## src/rtl/gpio_ctrl_pkg.sv

```systemverilog
package gpio_ctrl_pkg;

  localparam int PORT_STRIDE = 12;
  localparam int DIR_OFS     = 4;
  localparam int EXT_BASE    = 'h50;
  localparam int EXT_STRIDE  = 4;
  localparam int MAX_PORTS   = 4;

  typedef enum logic [3:0] {
    REG_NONE, REG_OUT, REG_DIR, REG_EXT, REG_EN, REG_MASK,
    REG_SENSE, REG_POL, REG_STAT, REG_DEB, REG_ACK
  } reg_kind_e;

  typedef struct packed {
    reg_kind_e   kind;
    logic [1:0]  port;
  } reg_sel_t;

  function automatic reg_sel_t gpio_decode(input logic [31:0] a, input bit alt,
                                           input int nports);
    reg_sel_t r;
    r.kind = REG_NONE;
    r.port = '0;
    for (int p = 0; p < MAX_PORTS; p++) begin
      if (p < nports) begin
        if (a == 32'(p * PORT_STRIDE)) begin
          r.kind = REG_OUT; r.port = 2'(p);
        end
        if (a == 32'(p * PORT_STRIDE + DIR_OFS)) begin
          r.kind = REG_DIR; r.port = 2'(p);
        end
        if (a == 32'(EXT_BASE + p * EXT_STRIDE)) begin
          r.kind = REG_EXT; r.port = 2'(p);
        end
      end
    end
    if (a == 32'h30) r.kind = REG_EN;
    if (a == 32'h48) r.kind = REG_DEB;
    if (!alt) begin
      case (a)
        32'h34:  r.kind = REG_MASK;
        32'h38:  r.kind = REG_SENSE;
        32'h3c:  r.kind = REG_POL;
        32'h40:  r.kind = REG_STAT;
        32'h4c:  r.kind = REG_ACK;
        default: ;
      endcase
    end else begin
      case (a)
        32'h44:  r.kind = REG_MASK;
        32'h34:  r.kind = REG_SENSE;
        32'h38:  r.kind = REG_POL;
        32'h3c:  r.kind = REG_STAT;
        32'h40:  r.kind = REG_ACK;
        default: ;
      endcase
    end
    return r;
  endfunction

endpackage

```

## src/rtl/gpio_sync.sv

```systemverilog
module gpio_sync #(
  parameter int W = 32
) (
  input  logic         clk,
  input  logic         rst_n,
  input  logic [W-1:0] d,
  output logic [W-1:0] q
);
  logic [W-1:0] meta_q;

  always_ff @(posedge clk or negedge rst_n) begin
    if (!rst_n) begin
      meta_q <= '0;
      q      <= '0;
    end else begin
      meta_q <= d;
      q      <= meta_q;
    end
  end
endmodule

```

## src/rtl/gpio_debounce.sv

```systemverilog
module gpio_debounce #(
  parameter int W    = 32,
  parameter int HOLD = 3
) (
  input  logic         clk,
  input  logic         rst_n,
  input  logic         tick,
  input  logic [W-1:0] en,
  input  logic [W-1:0] d,
  output logic [W-1:0] q
);
  localparam int CNT_W = (HOLD > 1) ? $clog2(HOLD) : 1;
  localparam logic [CNT_W-1:0] LAST = CNT_W'(HOLD - 1);

  for (genvar b = 0; b < W; b++) begin : g_bit
    logic [CNT_W-1:0] cnt_q;
    logic             filt_q;

    always_ff @(posedge clk or negedge rst_n) begin
      if (!rst_n) begin
        cnt_q  <= '0;
        filt_q <= 1'b0;
      end else if (!en[b]) begin
        // filter off: track the input so enabling it causes no glitch
        filt_q <= d[b];
        cnt_q  <= '0;
      end else if (tick) begin
        if (d[b] != filt_q) begin
          if (cnt_q == LAST) begin
            filt_q <= d[b];
            cnt_q  <= '0;
          end else begin
            cnt_q <= cnt_q + 1'b1;
          end
        end else begin
          cnt_q <= '0;
        end
      end
    end

    assign q[b] = en[b] ? filt_q : d[b];
  end
endmodule

```

## src/rtl/gpio_irq.sv

```systemverilog
module gpio_irq #(
  parameter int W = 32
) (
  input  logic         clk,
  input  logic         rst_n,
  input  logic [W-1:0] level,
  input  logic [W-1:0] en,
  input  logic [W-1:0] mask,
  input  logic [W-1:0] edge_sel,
  input  logic [W-1:0] pol,
  input  logic [W-1:0] ack,
  output logic [W-1:0] status,
  output logic         irq
);
  logic [W-1:0] prev_q, latch_q;
  logic [W-1:0] rise, fall, hit, lvl_act;

  assign rise    = level & ~prev_q;
  assign fall    = ~level & prev_q;
  assign hit     = en & edge_sel & ((pol & rise) | (~pol & fall));
  assign lvl_act = en & ~edge_sel & ~(level ^ pol);

  always_ff @(posedge clk or negedge rst_n) begin
    if (!rst_n) begin
      prev_q  <= '0;
      latch_q <= '0;
    end else begin
      prev_q  <= level;
      // a new edge wins over a same-cycle acknowledge
      latch_q <= (latch_q & ~ack) | hit;
    end
  end

  assign status = ((latch_q & en & edge_sel) | lvl_act) & ~mask;
  assign irq    = |status;
endmodule

```

## src/rtl/apb_gpio_ctrl.sv

```systemverilog
module apb_gpio_ctrl
  import gpio_ctrl_pkg::*;
#(
  parameter int NUM_PORTS  = 4,
  parameter int PORT_W     = 32,
  parameter int ADDR_W     = 8,
  parameter bit ALT_LAYOUT = 1'b0,
  parameter int DB_HOLD    = 3
) (
  input  logic                        clk,
  input  logic                        rst_n,
  input  logic                        psel,
  input  logic                        penable,
  input  logic                        pwrite,
  input  logic [ADDR_W-1:0]           paddr,
  input  logic [31:0]                 pwdata,
  output logic [31:0]                 prdata,
  output logic                        pready,
  output logic                        pslverr,
  input  logic [NUM_PORTS*PORT_W-1:0] pins_in,
  output logic [NUM_PORTS*PORT_W-1:0] pins_out,
  output logic [NUM_PORTS*PORT_W-1:0] pins_oe,
  input  logic                        dbnc_tick,
  output logic                        irq
);
  localparam int BUS_W = NUM_PORTS * PORT_W;

  reg_sel_t            sel;
  logic                wr_en;
  logic [PORT_W-1:0]   wdat;
  logic [PORT_W-1:0]   out_q [NUM_PORTS];
  logic [PORT_W-1:0]   dir_q [NUM_PORTS];
  logic [PORT_W-1:0]   en_q, mask_q, sense_q, pol_q, deb_q;
  logic [PORT_W-1:0]   ack_pulse, pa_level, stat, rd_val;
  logic [BUS_W-1:0]    pins_s;

  assign sel     = gpio_decode(32'(paddr), ALT_LAYOUT, NUM_PORTS);
  assign wr_en   = psel & penable & pwrite;
  assign wdat    = pwdata[PORT_W-1:0];
  assign pready  = 1'b1;
  assign pslverr = 1'b0;

  for (genvar p = 0; p < NUM_PORTS; p++) begin : g_port
    always_ff @(posedge clk or negedge rst_n) begin
      if (!rst_n) begin
        out_q[p] <= '0;
        dir_q[p] <= '0;
      end else if (wr_en && sel.port == 2'(p)) begin
        if (sel.kind == REG_OUT) out_q[p] <= wdat;
        if (sel.kind == REG_DIR) dir_q[p] <= wdat;
      end
    end
    assign pins_out[p*PORT_W +: PORT_W] = out_q[p];
    assign pins_oe[p*PORT_W +: PORT_W]  = dir_q[p];
  end

  always_ff @(posedge clk or negedge rst_n) begin
    if (!rst_n) begin
      en_q    <= '0;
      mask_q  <= '0;
      sense_q <= '0;
      pol_q   <= '0;
      deb_q   <= '0;
    end else if (wr_en) begin
      case (sel.kind)
        REG_EN:    en_q    <= wdat;
        REG_MASK:  mask_q  <= wdat;
        REG_SENSE: sense_q <= wdat;
        REG_POL:   pol_q   <= wdat;
        REG_DEB:   deb_q   <= wdat;
        default:   ;
      endcase
    end
  end

  assign ack_pulse = (wr_en && sel.kind == REG_ACK) ? wdat : '0;

  gpio_sync #(.W(BUS_W)) u_sync (
    .clk(clk), .rst_n(rst_n), .d(pins_in), .q(pins_s)
  );

  gpio_debounce #(.W(PORT_W), .HOLD(DB_HOLD)) u_deb (
    .clk(clk), .rst_n(rst_n), .tick(dbnc_tick), .en(deb_q),
    .d(pins_s[PORT_W-1:0]), .q(pa_level)
  );

  gpio_irq #(.W(PORT_W)) u_irq (
    .clk(clk), .rst_n(rst_n), .level(pa_level), .en(en_q), .mask(mask_q),
    .edge_sel(sense_q), .pol(pol_q), .ack(ack_pulse), .status(stat), .irq(irq)
  );

  always_comb begin
    rd_val = '0;
    case (sel.kind)
      REG_EN:    rd_val = en_q;
      REG_MASK:  rd_val = mask_q;
      REG_SENSE: rd_val = sense_q;
      REG_POL:   rd_val = pol_q;
      REG_DEB:   rd_val = deb_q;
      REG_STAT:  rd_val = stat;
      default:   ;
    endcase
    for (int p = 0; p < NUM_PORTS; p++) begin
      if (sel.port == 2'(p)) begin
        if (sel.kind == REG_OUT) rd_val = out_q[p];
        if (sel.kind == REG_DIR) rd_val = dir_q[p];
        if (sel.kind == REG_EXT) rd_val = pins_s[p*PORT_W +: PORT_W];
      end
    end
  end

  assign prdata = 32'(rd_val);
endmodule

```

## config.mk

```make
export PLATFORM = sky130hd
export DESIGN_NAME = apb_gpio_ctrl
export DESIGN_NICKNAME = d
export VERILOG_FILES = /design/src/rtl/gpio_ctrl_pkg.sv /design/src/rtl/gpio_sync.sv /design/src/rtl/gpio_debounce.sv /design/src/rtl/gpio_irq.sv /design/src/rtl/apb_gpio_ctrl.sv
export SDC_FILE = /design/constraint.sdc
export NUM_CORES = 1
export LEC_CHECK = 0
export BUFFER_PORTS_ARGS = -buffer_cell sky130_fd_sc_hd__buf_4
export CAP_MARGIN = 25
export CORE_ASPECT_RATIO = 0.7
export CORE_MARGIN = 2
export CORE_UTILIZATION = 53
export CTS_BUF_LIST = sky130_fd_sc_hd__clkbuf_16
export CTS_CLUSTER_DIAMETER = 100
export DETAILED_ROUTE_END_ITERATION = 8
export GPL_TIMING_DRIVEN = 0
export PLACE_DENSITY = 0.77
export SKIP_CTS_REPAIR_TIMING = 1
export SLEW_MARGIN = 20
export SYNTH_ARGS = -nofsm -noshare
export SYNTH_HDL_FRONTEND = slang
export SYNTH_SLANG_ARGS = --single-unit
```

## constraint.sdc

```tcl
create_clock -name clk -period 2.3 [get_ports clk]
set_clock_uncertainty 0.05 [all_clocks]
set_input_delay 0.115 -clock clk [delete_from_list [all_inputs] [get_ports clk]]
set_output_delay 0.115 -clock clk [all_outputs]
set_load 0.05 [all_outputs]
```

==> metrics.md, run 1 <==
| Metric | Value |
|---|---|
| Switching Share | `0.267` |
| Reg2reg start | `deb_q[19]` |
| Ranking of synthesized cells by area | `dfrtp_1, mux2_2, mux2i_1, nand2_1, o2bb2ai_1` |
| Synthesis-stage register bit count | `832` |
| Drt total wl | `149 mm` |
| H-tree depth | `3` |
| Post-DP HPWL | `105 mm` |
| Cells after Synth | `2874` |
| Final-report hold violation count | `260` |
| Hold Slack | `-594 ps` |
| Post-DP Area | `42400 sq um` |
| Final Worst Setup Slack | `-875 ps` |
| Pre-CTS setup slack | `-1840 ps` |
| Power Internal | `23.5 mW` |
| Combinational Power Share | `0.111` |
| Core Region | `68200 sq um` |
| Violated checks | `hold timing, setup timing` |
| DRC viols | `0` |
| Synth top area share | `0.570` |
| Final period util | `1.38` |
| Hold WC Path Type | `primary input to asynchronous set/reset pin` |
| Final worst path period need | `3180 ps` |
| Die height | `224 um` |
| Layout fillers | `4411` |
| Power density over the cells | `642 nW/um^2` |
| Worst path max stage delay | `490 ps` |
| Final ANT Viol Nets | `0` |
| Cell variety after synth | `87` |
| Crit-path slowest cell | `dfrtp_2` |
| Capture point of the worst reg-to-reg path | `u_irq.latch_q[19]` |
| Synth Flop Type | `dfrtp_1` |
| Die area | `71100 sq um` |
| I/O pin count | `465` |
| Largest net degree at the start of global routing | `108` |
| Crit Path Category | `register to output port` |
| FF-to-FF path depth | `4` |
| Top cells by count, synth | `dfrtp_1, mux2_2, nand2_1, clkbuf_1, o21ai_0` |
| Initial drt markers | `4171` |
| Slew margin rel. | `0.246` |
| Layout Utilization | `0.732` |
| Most frequent cell after synthesis | `dfrtp_1` |
| GPL Wtd Cong | `1.01` |
| CTS buffer count | `80` |
| Worst Path Required | `2130 ps` |
| # nets final | `3925` |
| CP cell instances | `mux2_4 -> and2_4 -> o31a_1 -> a221o_1 -> a211o_1 -> nand3_2 -> a41oi_4 -> buf_6` |
| Antenna violations before repair | `3` |
| GRT Resource Usage Total | `0.385` |
| First-pass GRT wire length | `198 mm` |
| Initial core utilization | `0.536` |
| Routed vias/inst | `6.61` |
| Port bufs | `458` |
| Final Cell Area | `49900 sq um` |
| VDD IR max | `0.635 mV` |
| F_max | `315 MHz` |
| Grt total ovfl | `0` |
| WL/cell | `31.6 um` |
| Clock Path Buffers | `3` |
| Rows | `80` |
| Status | `finished, violations left` |
| Post-synth EDFFs | `0` |
| Multi-input logic area | `16800 sq um` |
| Max FO, Critical Path | `3` |
| Fin. max-slew vios | `0` |
| Leading area contributor after synthesis | `dfrtp_1` |
| Clock share of power | `0.405` |
| Yosys warns | `0` |
| Final setup fails | `53` |
| Detailed-route via count | `31100` |
| CTS Sinks | `832` |
| CTS tree | `done` |
| Syn_nets | `3048` |
| Reg area | `20900 sq um` |
| Pleak | `22.7 nW` |
| Vias in the first global route | `29000` |
| Flop-to-flop setup slack | `630 ps` |
| Share of cells above drive strength 1 | `0.434` |
| Sequential Power Share | `0.483` |
| Switch Pwr | `8.54 mW` |
| Clock transition at path regs | `60 ps` |
| Root Buffer | `clkbuf_16` |
| Detailed Routing Iterations Pass 1 | `6` |
| Pwr Total | `32.0 mW` |
| RSZ-0062 raised after global routing | `true` |
| Clock Latency Late Sink | `670 ps` |
| Mapped Area | `36500 sq um` |
| Data arrival, critical path | `3010 ps` |
| Max_cap viols | `0` |
| Worst-margin pin slew | `1130 ps` |
| Ys async rst share | `1.00` |
| Mean Syn Cell Area | `12.7 sq um` |
| Synth-to-layout area growth | `36.5%` |
| Crit start category | `register` |
| CP endpoint kind | `output port` |
| Die width | `318 um` |
| Register area share after synthesis | `0.570` |
cell families (layout without fill, tap and decap cells):
logic type | after synthesis | count (layout) | synth area share
multiplexers | 577 | 577 | 0.177
AO/OA/AOI/OAI | 548 | 548 | 0.114
buffers and inverters | 210 | 1141 | 0.0261
other | 2 | 6 | 0.000206
AND/OR/NAND/NOR | 644 | 644 | 0.0980
XOR/XNOR | 61 | 61 | 0.0146
flip-flops | 832 | 832 | 0.570
power by group through the flow:
stage                     clock (mW)  sequential (mW)  combinational (mW)
after floorplan                    0             16.0                1.03
after global placement             0             15.7                2.77
after detailed placement           0             15.7                2.89
after CTS                       12.9             15.4                2.90
after global routing            13.6             15.5                3.70
final                           13.0             15.5                3.57
registers in the layout, summed over array words and instances, names as in the netlist, 64 cells and up:
signal,flops
u_deb.g_bit.cnt_q,64
pins_oe,128
u_sync.meta_q,128
pins_out,128
u_sync.q,128
worst max-delay path, delay by kind of cell (launching register included):
kind / cells / cell delay [ps]
and+or+nand+nor: 2 / 280
DFF: 1 / 490
buffers and inverters: 1 / 220
AOI/OAI and AO/OA: 4 / 1060
muxes: 1 / 310
layout make-up:
cell class,instances,share of cell area
antenna,4,0.000201
buffer,193,0.0314
clock buffer,81,0.0406
clock inverter,55,0.00853
inverter,14,0.00113
multi-input combinational,1832,0.337
sequential,832,0.419
tap,902,0.0226
timing repair buffer,798,0.140
metal layers:
metal | part of all wire | vias up | track usage
met3 | 0.13 | 565 | 0.112
met5 | 0.00024 | - | 0
met4 | 0.061 | 2 | 0.179
met1 | 0.38 | 15900 | 0.529
met2 | 0.43 | 2338 | 0.567
li1 | - | 12400 | -
worst max path at each step:
stage	end	slack [ps]	from
after floorplan	prdata[15]	-250	paddr[0]
after CTS	prdata[29]	-1850	paddr[5]
after detailed placement	prdata[29]	-1840	paddr[5]
final	prdata[30]	-880	u_sync.q[30]
after global placement	u_sync.meta_q[40]	-8020	rst_n
after global routing	prdata[30]	-900	u_sync.q[30]
cell usage in the layout, fill, tap and decap left out, types with 15 or more instances in the layout:
master and n:
o221ai_2 22, nand4b_1 27, and2_1 18, o2bb2ai_1 63
a21boi_0 26, buf_6 60, nor4bb_1 26, a31oi_1 15
o211ai_1 32, dfrtp_1 767, buf_8 21, clkbuf_2 16
clkbuf_1 50, inv_1 26, o21ai_0 59, mux2_2 360
nand4_1 19, a22oi_1 24, nand3_1 31, o21ai_2 24
nor2b_1 61, mux2i_1 79, xor2_1 33, nand2_1 205
clkinv_1 15, nand3b_1 26, buf_4 592, nor3b_1 25
a32o_1 34, dfrtp_2 65, xnor2_2 19, nor2_1 70
nand2b_1 33, a211oi_2 15, o21a_1 35, dlygate4sd3_1 161
mux2_4 120, clkbuf_4 33, buf_12 20, clkbuf_16 85
stage by stage:
| stage | std cells | setup TNS (ps) |
|---|---|---|
| 3_3_place_gp | 4234 | -7060040 |
| 5_1_grt | 4707 | -24870 |
| 3_5_place_dp | 4247 | -450160 |
| 6_report | 4711 | -22360 |
| 4_1_cts | 4383 | -190130 |
| 2_1_floorplan | 2874 | -36390 |
(Power assumes the default switching activity.)
==> inputs of run 2 (changes only) <==
--- a/config.mk
+++ b/config.mk
@@ -20,3 +20,4 @@
 export SYNTH_ARGS = -nofsm -noshare
 export SYNTH_HDL_FRONTEND = slang
 export SYNTH_SLANG_ARGS = --single-unit
+export TNS_END_PERCENT = 50
==> run 2 against run 1 <==
Against the previous run: the run ends with setup timing left; non-clock buffer count is 36 lower; register-to-register slack about the same; combinational power decreased by 2%; critical path depth unchanged; sequential cell count is the same; clock power hardly changed; sequential share of layout area up 0.57 points; fmax is 0.26% lower; wire length down 2.3%; die area did not move; global-route usage is 0.19 points higher; critical endpoint is now irq; largest cell class unchanged; largest power group unchanged.
==> metrics.md, run 2 (synthesis results as in run 1) <==
| Metric | Value |
|---|---|
| Status | `finished, violations left (unchanged)` |
| Violated checks | `setup timing (was hold timing, setup timing)` |
| Max FO, Critical Path | `3 (unchanged)` |
| Flop-to-flop setup slack | `640 ps (was 630 ps)` |
| Worst path max stage delay | `450 ps (was 490 ps)` |
| CP Launch Point | `deb_q[19] (was u_sync.q[30])` |
| FF-to-FF path depth | `4 (unchanged)` |
| Layout Utilization | `0.722 (was 0.732)` |
| Switching Share | `0.266 (was 0.267)` |
| RSZ-0062 raised after global routing | `true (unchanged)` |
| CTS Sinks | `832 (unchanged)` |
| CTS buffer count | `79 (was 80)` |
| Initial core utilization | `0.536 (unchanged)` |
| Initial drt markers | `4187 (was 4171)` |
| CP cell instances | `mux2_4 -> and2_4 -> o31a_1 -> nor2_1 -> nand3_1 -> nor4_4 -> nand2_2 -> buf_8 (was mux2_4 -> and2_4 -> o31a_1 -> a221o_1 -> a211o_1 -> nand3_2 -> a41oi_4 -> buf_6)` |
| Reg2reg start | `u_sync.q[30] (was deb_q[19])` |
| Clock Latency Late Sink | `670 ps (about the same)` |
| Final setup fails | `345 (was 53)` |
| Most common cell after layout, fill and taps aside | `dfrtp_1 (unchanged)` |
| WL/cell | `31.1 um (was 31.6 um)` |
| Routed vias/inst | `6.52 (was 6.61)` |
| Fin. max-slew vios | `0 (unchanged)` |
| Clock transition at path regs | `70 ps (was 60 ps)` |
| Crit start category | `register (unchanged)` |
| Pwr Total | `31.7 mW (was 32.0 mW)` |
| Dpl cells | `4245 (was 4247)` |
| Die width | `318 um (unchanged)` |
| Die height | `224 um (unchanged)` |
| Grt total ovfl | `0 (unchanged)` |
| Crit-path slowest cell | `dfrtp_2 (unchanged)` |
| Final-report hold violation count | `0 (was 260)` |
| Final std cells w/o fill | `4683 (was 4711)` |
| Antenna violations before repair | `8 (was 3)` |
| Power density over the cells | `645 nW/um^2 (was 642 nW/um^2)` |
| Clock Path Buffers | `3 (unchanged)` |
| Largest net degree at the start of global routing | `102 (was 108)` |
| Crit Path Category | `register to output port (unchanged)` |
| Worst Path Required | `2130 ps (about the same)` |
| Clock share of power | `0.402 (was 0.405)` |
| Multi-input logic area | `16600 sq um (was 16800 sq um)` |
| Root Buffer | `clkbuf_16 (unchanged)` |
| H-tree depth | `3 (unchanged)` |
| # nets final | `3888 (was 3925)` |
| Die area | `71100 sq um (unchanged)` |
| Layout fillers | `4485 (was 4411)` |
| Synth-to-layout area growth | `34.7% (was 36.5%)` |
| Final ANT Viol Nets | `0 (unchanged)` |
| I/O pin count | `465 (unchanged)` |
| Post-DP HPWL | `105 mm (about the same)` |
| WHS Endpoint | `u_sync.meta_q[113]` |
| Total Neg Setup Slack | `-61690 ps (was -22360 ps)` |
| Hold Path Depth | `2` |
| Final Worst Setup Slack | `-884 ps (was -875 ps)` |
| Core Region | `68200 sq um (unchanged)` |
| Combinational Power Share | `0.110 (was 0.111)` |
| Final worst path period need | `3180 ps (about the same)` |
| Detailed-route via count | `30500 (was 31100)` |
| Data arrival, critical path | `3020 ps (was 3010 ps)` |
| Rows | `80 (unchanged)` |
| DRC viols | `0 (unchanged)` |
| Power Internal | `23.3 mW (was 23.5 mW)` |
| HP Start | `pins_in[113]` |
| Drt total wl | `145 mm (was 149 mm)` |
| VDD IR max | `0.558 mV (was 0.635 mV)` |
| GPL Wtd Cong | `0.996 (was 1.01)` |
| First-pass GRT wire length | `199 mm (was 198 mm)` |
| F_max | `314 MHz (was 315 MHz)` |
| Share of cells above drive strength 1 | `0.425 (was 0.434)` |
| Worst-margin pin slew | `1080 ps (was 1130 ps)` |
| Vias in the first global route | `29100 (was 29000)` |
| Sequential Power Share | `0.488 (was 0.483)` |
| CTS tree | `done (unchanged)` |
| Final period util | `1.38 (about the same)` |
| Port bufs | `458 (unchanged)` |
| Reg area | `20900 sq um (unchanged)` |
| Detailed Routing Iterations Pass 1 | `8 (was 6)` |
| Pleak | `22.4 nW (was 22.7 nW)` |
| Max_cap viols | `0 (unchanged)` |
| Hold WC Path Type | `primary input to register (was primary input to asynchronous set/reset pin)` |
| GRT Resource Usage Total | `0.387 (was 0.385)` |
| Commonest cells after routing, fill and taps aside | `dfrtp_1, buf_4, mux2_2, nand2_1, dlygate4sd3_1 (unchanged)` |
| Capture point of the worst reg-to-reg path | `u_irq.latch_q[30] (was u_irq.latch_q[19])` |
| Switch Pwr | `8.43 mW (was 8.54 mW)` |
| CP endpoint kind | `output port (unchanged)` |
| Slew margin rel. | `0.278 (was 0.246)` |
-- run 2: changes by cell type in the layout (fill, tap and decap cells not counted), sizes merged --
cell	delta
buf	-19
bufinv	-3
clkbuf	-14
clkdlybuf4s15	-1
clkinv	+9
diode	+1
inv	-1
-- run 2: how the worst max path moves through the flow --
stage	to	slack, ps	cells after the start
after detailed placement	prdata[13]	-1930	11
after global placement	pins_oe[102]	-8170	1
after floorplan	prdata[15]	-250	10
after global routing	irq	-890	8
final	irq	-880	8
after CTS	prdata[13]	-1940	11
-- run 2: worst max-delay path, delay by kind of cell, from the launching register on --
family | cells | cell delay (ps)
AO/OA/AOI/OAI | 1 | 350
multiplexers | 1 | 350
buffers and inverters | 1 | 190
AND/OR/NAND/NOR | 5 | 1040
flip-flops | 1 | 450
-- run 2: power by group through the flow --
stage	clock, mW	sequential, mW	combinational (mW)
2_1_floorplan	0	16.0	1.03
3_3_place_gp	0	15.7	2.77
3_5_place_dp	0	15.7	2.88
4_1_cts	12.8	15.5	2.89
5_1_grt	13.4	15.5	3.64
6_report	12.7	15.5	3.50
-- run 2: cell type report --
class / instances / area share
Tap cell: 902 / 0.0229
Clock inverter: 60 / 0.00755
Sequential cell: 832 / 0.425
Inverter: 14 / 0.00114
Buffer: 193 / 0.0300
Multi-Input combinational cell: 1832 / 0.338
Antenna cell: 5 / 0.000254
Clock buffer: 83 / 0.0422
Timing Repair Buffer: 762 / 0.134
-- run 2: through the flow --
step / worst slack [ps] / hold slack [ps] / instance area, sq um
CTS: -1940 / -645 / 44800
detailed placement: -1930 / 31.6 / 42300
global placement: -8170 / 175 / 42100
global route: -892 / 41.3 / 49200
finish: -884 / 50.6 / 49200
floorplan: -250 / -231 / 37500
-- run 2: metal layers --
layer	vias to the layer above	wire length, um	share of wire	track usage
met2	2082	63700	0.44	0.574
met1	15700	55600	0.38	0.528
met4	6	7770	0.053	0.158
met5	-	41	0.00028	0
li1	12300	-	-	-
met3	501	18300	0.13	0.125
